$ cat config.mk
export PLATFORM = sky130hd
export DESIGN_NAME = mlane_agu
export DESIGN_NICKNAME = d
export VERILOG_FILES = /design/src/rtl/mlane_agu_pkg.sv /design/src/rtl/mlane_agu_ctrl.sv /design/src/rtl/mlane_agu_dp.sv /design/src/rtl/mlane_agu.sv
export SDC_FILE = /design/constraint.sdc
export NUM_CORES = 2
export LEC_CHECK = 0
export BUFFER_PORTS_ARGS = -buffer_cell sky130_fd_sc_hd__buf_2
export CAP_MARGIN = 10
export CORE_MARGIN = 2
export CORE_UTILIZATION = 50
export DETAILED_ROUTE_END_ITERATION = 16
export PLACE_DENSITY = 0.7
export SYNTH_ARGS = -nofsm -noshare
export SYNTH_HDL_FRONTEND = slang
export SYNTH_SLANG_ARGS = --single-unit
export TNS_END_PERCENT = 5
$ cat constraint.sdc
create_clock -name clk -period 20 [get_ports clk]
set_input_delay 4 -clock clk [delete_from_list [all_inputs] [get_ports clk]]
set_output_delay 4 -clock clk [all_outputs]
set_load 0.03 [all_outputs]
$ cat src/rtl/mlane_agu_pkg.sv
package mlane_agu_pkg;
  localparam int LANES = 4;

  typedef enum logic [1:0] {
    MODE_LIN  = 2'd0,
    MODE_OFS  = 2'd1,
    MODE_REV  = 2'd2,
    MODE_CIRC = 2'd3
  } laneMode_e;

  typedef enum logic [2:0] {
    FLD_BASE  = 3'd0,
    FLD_PTR   = 3'd1,
    FLD_LEN   = 3'd2,
    FLD_WIDTH = 3'd3,
    FLD_HOP   = 3'd4
  } cfgField_e;

  typedef struct packed {
    logic [LANES-1:0] wrBase;
    logic [LANES-1:0] wrPtr;
    logic [LANES-1:0] wrLen;
    logic [LANES-1:0] wrWidth;
    logic             wrHop;
    logic             issue;
    logic             coop;
    logic [LANES-1:0] ptrStep;
  } ctrlStrobe_t;
endpackage

$ cat src/rtl/mlane_agu_ctrl.sv
module mlane_agu_ctrl
  import mlane_agu_pkg::*;
#(
  parameter int LANE_W = $clog2(LANES)
) (
  input  logic                 cfgWe,
  input  logic [LANE_W-1:0]    cfgLane,
  input  logic [2:0]           cfgField,
  input  logic                 reqValid,
  input  logic                 reqCoop,
  input  logic [2*LANES-1:0]   reqMode,
  output ctrlStrobe_t          strobe
);
  logic [LANES-1:0] laneHit;

  always_comb begin
    laneHit = '0;
    if (cfgWe) laneHit = {{(LANES-1){1'b0}}, 1'b1} << cfgLane;
  end

  always_comb begin
    strobe = '0;
    case (cfgField)
      FLD_BASE:  strobe.wrBase  = laneHit;
      FLD_PTR:   strobe.wrPtr   = laneHit;
      FLD_LEN:   strobe.wrLen   = laneHit;
      FLD_WIDTH: strobe.wrWidth = laneHit;
      FLD_HOP:   strobe.wrHop   = cfgWe;
      default:   ;
    endcase
    strobe.issue = reqValid;
    strobe.coop  = reqCoop;
    for (int i = 0; i < LANES; i++) begin
      strobe.ptrStep[i] = reqValid && (!reqCoop || i == 0) &&
                          (reqMode[2*i +: 2] != MODE_OFS);
    end
  end
endmodule

$ cat src/rtl/mlane_agu_dp.sv
module mlane_agu_dp
  import mlane_agu_pkg::*;
#(
  parameter int AW      = 16,
  parameter int REV_MAX = 10,
  parameter int WID_W   = 4
) (
  input  logic                 clk,
  input  logic                 rstN,
  input  ctrlStrobe_t          strobe,
  input  logic [AW-1:0]        cfgData,
  input  logic [2*LANES-1:0]   reqMode,
  input  logic [LANES*AW-1:0]  reqImm,
  output logic                 addrValid,
  output logic [LANES*AW-1:0]  addrOut
);
  localparam int SW = AW + 2;
  localparam logic [WID_W-1:0] REV_MAX_W = WID_W'(REV_MAX);
  localparam logic [WID_W-1:0] REV_MIN_W = WID_W'(1);

  logic [AW-1:0]    baseR [LANES];
  logic [AW-1:0]    ptrR  [LANES];
  logic [AW-1:0]    lenR  [LANES];
  logic [WID_W-1:0] widR  [LANES];
  logic [AW-1:0]    hopR;

  logic [LANES*AW-1:0] ownAddrBus;
  logic [LANES*AW-1:0] nextPtrBus;
  logic [LANES*AW-1:0] outAddrBus;

  for (genvar g = 0; g < LANES; g++) begin : gLane
    localparam logic [AW-1:0] LANE_IDX = AW'(g);
    laneMode_e         laneMode;
    logic [AW-1:0]     imm;
    logic [WID_W-1:0]  kEff;
    logic [REV_MAX-1:0] mirror;
    logic [REV_MAX-1:0] revBits;
    logic signed [SW-1:0] sum;
    logic signed [SW-1:0] lenS;
    logic signed [SW-1:0] wrapped;
    logic [AW-1:0]     ownAddr;
    logic [AW-1:0]     nextPtr;

    assign laneMode = laneMode_e'(reqMode[2*g +: 2]);
    assign imm      = reqImm[g*AW +: AW];

    always_comb begin
      if (widR[g] < REV_MIN_W)      kEff = REV_MIN_W;
      else if (widR[g] > REV_MAX_W) kEff = REV_MAX_W;
      else                          kEff = widR[g];
      for (int j = 0; j < REV_MAX; j++) mirror[REV_MAX-1-j] = ptrR[g][j];
      revBits = mirror >> (REV_MAX_W - kEff);
    end

    always_comb begin
      sum  = $signed({2'b00, ptrR[g]}) + $signed({{2{imm[AW-1]}}, imm});
      lenS = $signed({2'b00, lenR[g]});
      if (sum >= lenS)     wrapped = sum - lenS;
      else if (sum < 0)    wrapped = sum + lenS;
      else                 wrapped = sum;
    end

    always_comb begin
      case (laneMode)
        MODE_LIN: begin
          ownAddr = ptrR[g];
          nextPtr = ptrR[g] + imm;
        end
        MODE_OFS: begin
          ownAddr = baseR[g] + ptrR[g] + imm;
          nextPtr = ptrR[g];
        end
        MODE_REV: begin
          ownAddr = baseR[g] + AW'(revBits);
          nextPtr = ptrR[g] + imm;
        end
        default: begin
          ownAddr = baseR[g] + ptrR[g];
          nextPtr = wrapped[AW-1:0];
        end
      endcase
    end

    assign ownAddrBus[g*AW +: AW] = ownAddr;
    assign nextPtrBus[g*AW +: AW] = nextPtr;

    if (g == 0) begin : gLead
      assign outAddrBus[g*AW +: AW] = ownAddr;
    end else begin : gFollow
      assign outAddrBus[g*AW +: AW] = strobe.coop ?
        (ownAddrBus[AW-1:0] + hopR * LANE_IDX) : ownAddr;
    end
  end

  always_ff @(posedge clk or negedge rstN) begin
    if (!rstN) begin
      hopR <= '0;
      for (int i = 0; i < LANES; i++) begin
        baseR[i] <= '0;
        ptrR[i]  <= '0;
        lenR[i]  <= '0;
        widR[i]  <= '0;
      end
    end else begin
      if (strobe.wrHop) hopR <= cfgData;
      for (int i = 0; i < LANES; i++) begin
        if (strobe.wrBase[i])  baseR[i] <= cfgData;
        if (strobe.wrLen[i])   lenR[i]  <= cfgData;
        if (strobe.wrWidth[i]) widR[i]  <= cfgData[WID_W-1:0];
        if (strobe.wrPtr[i])        ptrR[i] <= cfgData;
        else if (strobe.ptrStep[i]) ptrR[i] <= nextPtrBus[i*AW +: AW];
      end
    end
  end

  always_ff @(posedge clk or negedge rstN) begin
    if (!rstN) begin
      addrValid <= 1'b0;
      addrOut   <= '0;
    end else begin
      addrValid <= strobe.issue;
      if (strobe.issue) addrOut <= outAddrBus;
    end
  end
endmodule

$ cat src/rtl/mlane_agu.sv
module mlane_agu
  import mlane_agu_pkg::*;
#(
  parameter int AW      = 16,
  parameter int REV_MAX = 10,
  parameter int WID_W   = 4
) (
  input  logic                clk,
  input  logic                rstN,
  input  logic                cfgWe,
  input  logic [1:0]          cfgLane,
  input  logic [2:0]          cfgField,
  input  logic [AW-1:0]       cfgData,
  input  logic                reqValid,
  input  logic                reqCoop,
  input  logic [2*LANES-1:0]  reqMode,
  input  logic [LANES*AW-1:0] reqImm,
  output logic                addrValid,
  output logic [LANES*AW-1:0] addrOut
);
  ctrlStrobe_t      strobe;
  logic [LANES-1:0] stepLanes;

  assign stepLanes = strobe.ptrStep;

  mlane_agu_ctrl #(.LANE_W(2)) u_ctrl (
    .cfgWe    (cfgWe),
    .cfgLane  (cfgLane),
    .cfgField (cfgField),
    .reqValid (reqValid),
    .reqCoop  (reqCoop),
    .reqMode  (reqMode),
    .strobe   (strobe)
  );

  mlane_agu_dp #(.AW(AW), .REV_MAX(REV_MAX), .WID_W(WID_W)) u_dp (
    .clk       (clk),
    .rstN      (rstN),
    .strobe    (strobe),
    .cfgData   (cfgData),
    .reqMode   (reqMode),
    .reqImm    (reqImm),
    .addrValid (addrValid),
    .addrOut   (addrOut)
  );
endmodule

==> impl_metrics.csv <==
group,metric,value,unit
synth,synth_top_area_share,21.6,%
finish,layout_commonest_cell,"ha_1",
routing,totalWireLength,108000,um
worst_setup_path,path_max_fanout,11,
routing,drtAntennaViolNets,0,
worst_setup_path,worstPathRequired,20.44,ns
timing,setup_slack,10.90,ns
global_routing,use_met3,4.00,%
timing,slew_headroom,22.4,%
synth,synth_cell_types,86,
worst_setup_path,worstSetupStartpoint,"reqImm[49]",
finish,drive_above_1_share,11.8,%
timing,setup_tns,0,ns
synth,postSynthAreaPerCell,8.40,sq um
finish,area_delta_synth_final,8.50,%
global_routing,grt.overflow.total,0,
synth,syn_inst,3997,
floorplanning,die_y,263,um
clock_network,cts_hold_buf,0,
synth,synthTopCellsByArea,"dfrtp_1 (22%), ha_1 (15%), xnor2_1 (5.9%), mux2_2 (5.0%), a21oi_1 (5.0%)",
clock_network,postCtsSetupBuffers,0,
synth,ys_warn_count,0,
run,maxCapViolCount,0,
timing,finClkSkew,0.0152,ns
clock_network,clk_pin_slew,0.05,ns
placed_design,globalplace.congestion,0.944,
timing,worst_pin_slew,1.16,ns
global_routing,antenna_found_initial,8,
routing,dr.first_iter.drc_count,2914,
worst_hold_path,min_from,"u_dp.addrOut[9]$_DFFE_PN0P_",
clock_network,clockBufferDepth,3,
floorplanning,initial_core_util,50.8,%
timing,period_share,45.5,%
floorplanning,coreArea,66100,sq um
floorplanning,rows,94,
clock_network,cts-root-buf,"clkbuf_16",
finish,nNetsFinal,4624,
routing,wl_per_cell,21.6,um
synth,yosysTopAreaCell,"dfrtp_1",
clock_network,htreeDepth,2,
routing,detail_route.vias_per_cell,6.20,
timing,maxSlewViolCount,0,
finish,most-common-layout-cells,"ha_1 (403), nor2_1 (340), a21oi_1 (333)",
global_routing,top_usage_layer,"met2",
global_routing,grtUsageMet1,41.8,%
timing,hold_viol,0,
worst_setup_path,critical_path_class,"input pin to flip-flop",
clock_network,clkSinkCount,289,
worst_setup_path,critPathMaxStageDelay,0.64,ns
floorplanning,fp.dieW,263,um
worst_setup_path,worstReg2RegStart,"u_dp.widR[14]$_DFFE_PN0P_",
worst_hold_path,hp-class,"flip-flop to flip-flop",
timing,timing.fmax,0.110,GHz
clock_network,cts_tree,"done",
synth,ys.flop_type,"dfrtp_1",
placed_design,place_ws,10.42,ns
worst_setup_path,critPathTopFamily,"compound AO/OA/AOI/OAI gates",
worst_setup_path,crit_arrival,9.54,ns
worst_setup_path,crit_path_top_delay_cell,"a2111oi_0",
routing,dr_total_vias,30900,
clock_network,clk_latency,0.58,ns
global_routing,met2_usage,47.9,%
worst_setup_path,start_kind,"input pin",
routing,drcViolationCount,0,
clock_network,post_cts_resized,0,
synth,synth_edf_count,0,
worst_setup_path,end_kind,"flip-flop",
synth,synth-seq-area-share,21.6,%
synth,synth-seq-cells,289,
worst_setup_path,crit_path_frequent_cell,"a21o_1",
synth,synth_nets,4539,
global_routing,grt_pass1_vias,28700,
run_status,status,"complete, no violations",
timing,rsz0062_at_grt,"no",
placed_design,port_buffers,162,
synth,syn-cell-area,33600,sq um
synth,synthArstFlopShare,100,%
global_routing,grt_pass1_wl,166000,um
placed_design,dp_hpwl,81200,um
worst_setup_path,path_cells,"buf_2 > ha_1 > a21o_1 > a21oi_1 > o21bai_1 > a2111oi_0 > nor3_1 > and2_1 > o21a_1 > or2_2 > xor2_1 > ha_1 > a21o_1 > a21o_1 > a21o_1 > a21oi_1 > o221ai_1 > o41a_1 > o21ai_0 > and2_1 > o32ai_1 > a221oi_1 > o21ai_1",
placed_design,dp.cells,4904,
routing,dr.pass1.iters,6,
global_routing,grt_usage,30.4,%
floorplanning,die-area,69200,sq um
worst_setup_path,critical_path_buf_inv_count,1,
timing,finalSetupViolations,0,
clock_network,numCtsBuffers,40,
finish,final_util,55.1,%
finish,fin_cells,4978,
global_routing,grt_max_degree,149,
timing,period_minus_slack,9.10,ns
floorplanning,pin_count,163,
## cells in the mapped netlist (23+ instances only)
cell      number
o21ai_0      227
a211oi_1      42
nand2_1      288
o21ai_1       41
mux4_2        57
nor2b_1       57
a31oi_1       48
nand2b_1      53
fa_1          41
mux2i_1       64
nor2_1       340
nor3_1        81
and3_1        42
a21o_1       119
dfrtp_1      289
o211ai_1      26
mux2_2       149
xnor2_1      226
and2_1        28
or3_1         23
o22ai_1       28
a21oi_1      333
xor2_1        77
o31ai_1       24
inv_1        317
clkbuf_1     123
nand3_1       68
o21bai_1      57
ha_1         403
## final timing paths
kind	endpoint	slack (ns)	cells past startpoint
worst min-delay path	u_dp.addrOut[9]$_DFFE_PN0P_	0.50	1
max in group asynchronous	u_dp.baseR[18]$_DFFE_PN0P_	14.52	3
worst max-delay path	u_dp.gLane[3].mirror[0]$_DFFE_PN0P_	10.90	23
worst min register to register	u_dp.addrOut[9]$_DFFE_PN0P_	0.50	1
min in group asynchronous	u_dp.gLane[0].lenS[12]$_DFFE_PN0P_	3.39	1
worst max register to register	u_dp.addrOut[61]$_DFFE_PN0P_	11.94	32
## worst register-to-register path, delay by kind of cell (launching register included)
kind | cells | cell delay (ns)
adder cells (fa/ha/maj) | 5 | 1.65
AO/OA/AOI/OAI | 15 | 3.40
multiplexers | 2 | 1.04
flip-flops | 1 | 0.42
buffers and inverters | 3 | 0.25
AND/OR/NAND/NOR | 4 | 0.44
XOR/XNOR | 3 | 0.73
## sequential cells by signal, summed over array words and instances, names as in the netlist
| name | cells |
|---|---|
| u_dp.addrOut | 64 |
| u_dp.addrValid | 1 |
| u_dp.baseR | 64 |
| u_dp.gLane.lenS | 64 |
| u_dp.gLane.mirror | 40 |
| u_dp.hopR | 16 |
| u_dp.ptrR | 24 |
| u_dp.widR | 16 |
## cell type report
class / count / area (sq um)
clock buffers: 53 / 1120
repair buffers: 184 / 1000
multi-input cells: 3249 / 24600
diodes: 6 / 15.0
fillers: 6156 / 29700
flip-flops and latches: 289 / 7230
well taps: 864 / 1080
clock inverters: 15 / 165
inverters: 318 / 1190
## stage by stage
stage	hold WS, ns	instance area (sq um)
after floorplan	0.479	33600
after global placement	0.480	35100
after detailed placement	0.494	35100
after CTS	0.507	36400
after global routing	0.524	36400
final	0.504	36400
## cells by family (layout without fill, tap and decap cells)
group | count (synthesis) | in the layout | share of synthesized area [%]
and+or+nand+nor | 1052 | 1052 | 14.6
AOI/OAI and AO/OA | 1180 | 1180 | 22.6
buffers and inverters | 459 | 570 | 5.19
xor gates and xnor gates | 303 | 303 | 7.91
adders and majority gates | 444 | 444 | 17.5
DFF | 289 | 289 | 21.6
muxes | 270 | 270 | 10.7
other | 0 | 6 | 0
## routing by layer
metal	up-vias	wire length, um
met3	235	8660
met5	-	24
li1	14600	-
met1	14700	46500
met2	1325	47400
met4	4	4980
Power is left out: the tool's default activity adds up to more than one toggle a clock period on the data nets, which glitch-free logic cannot reach.
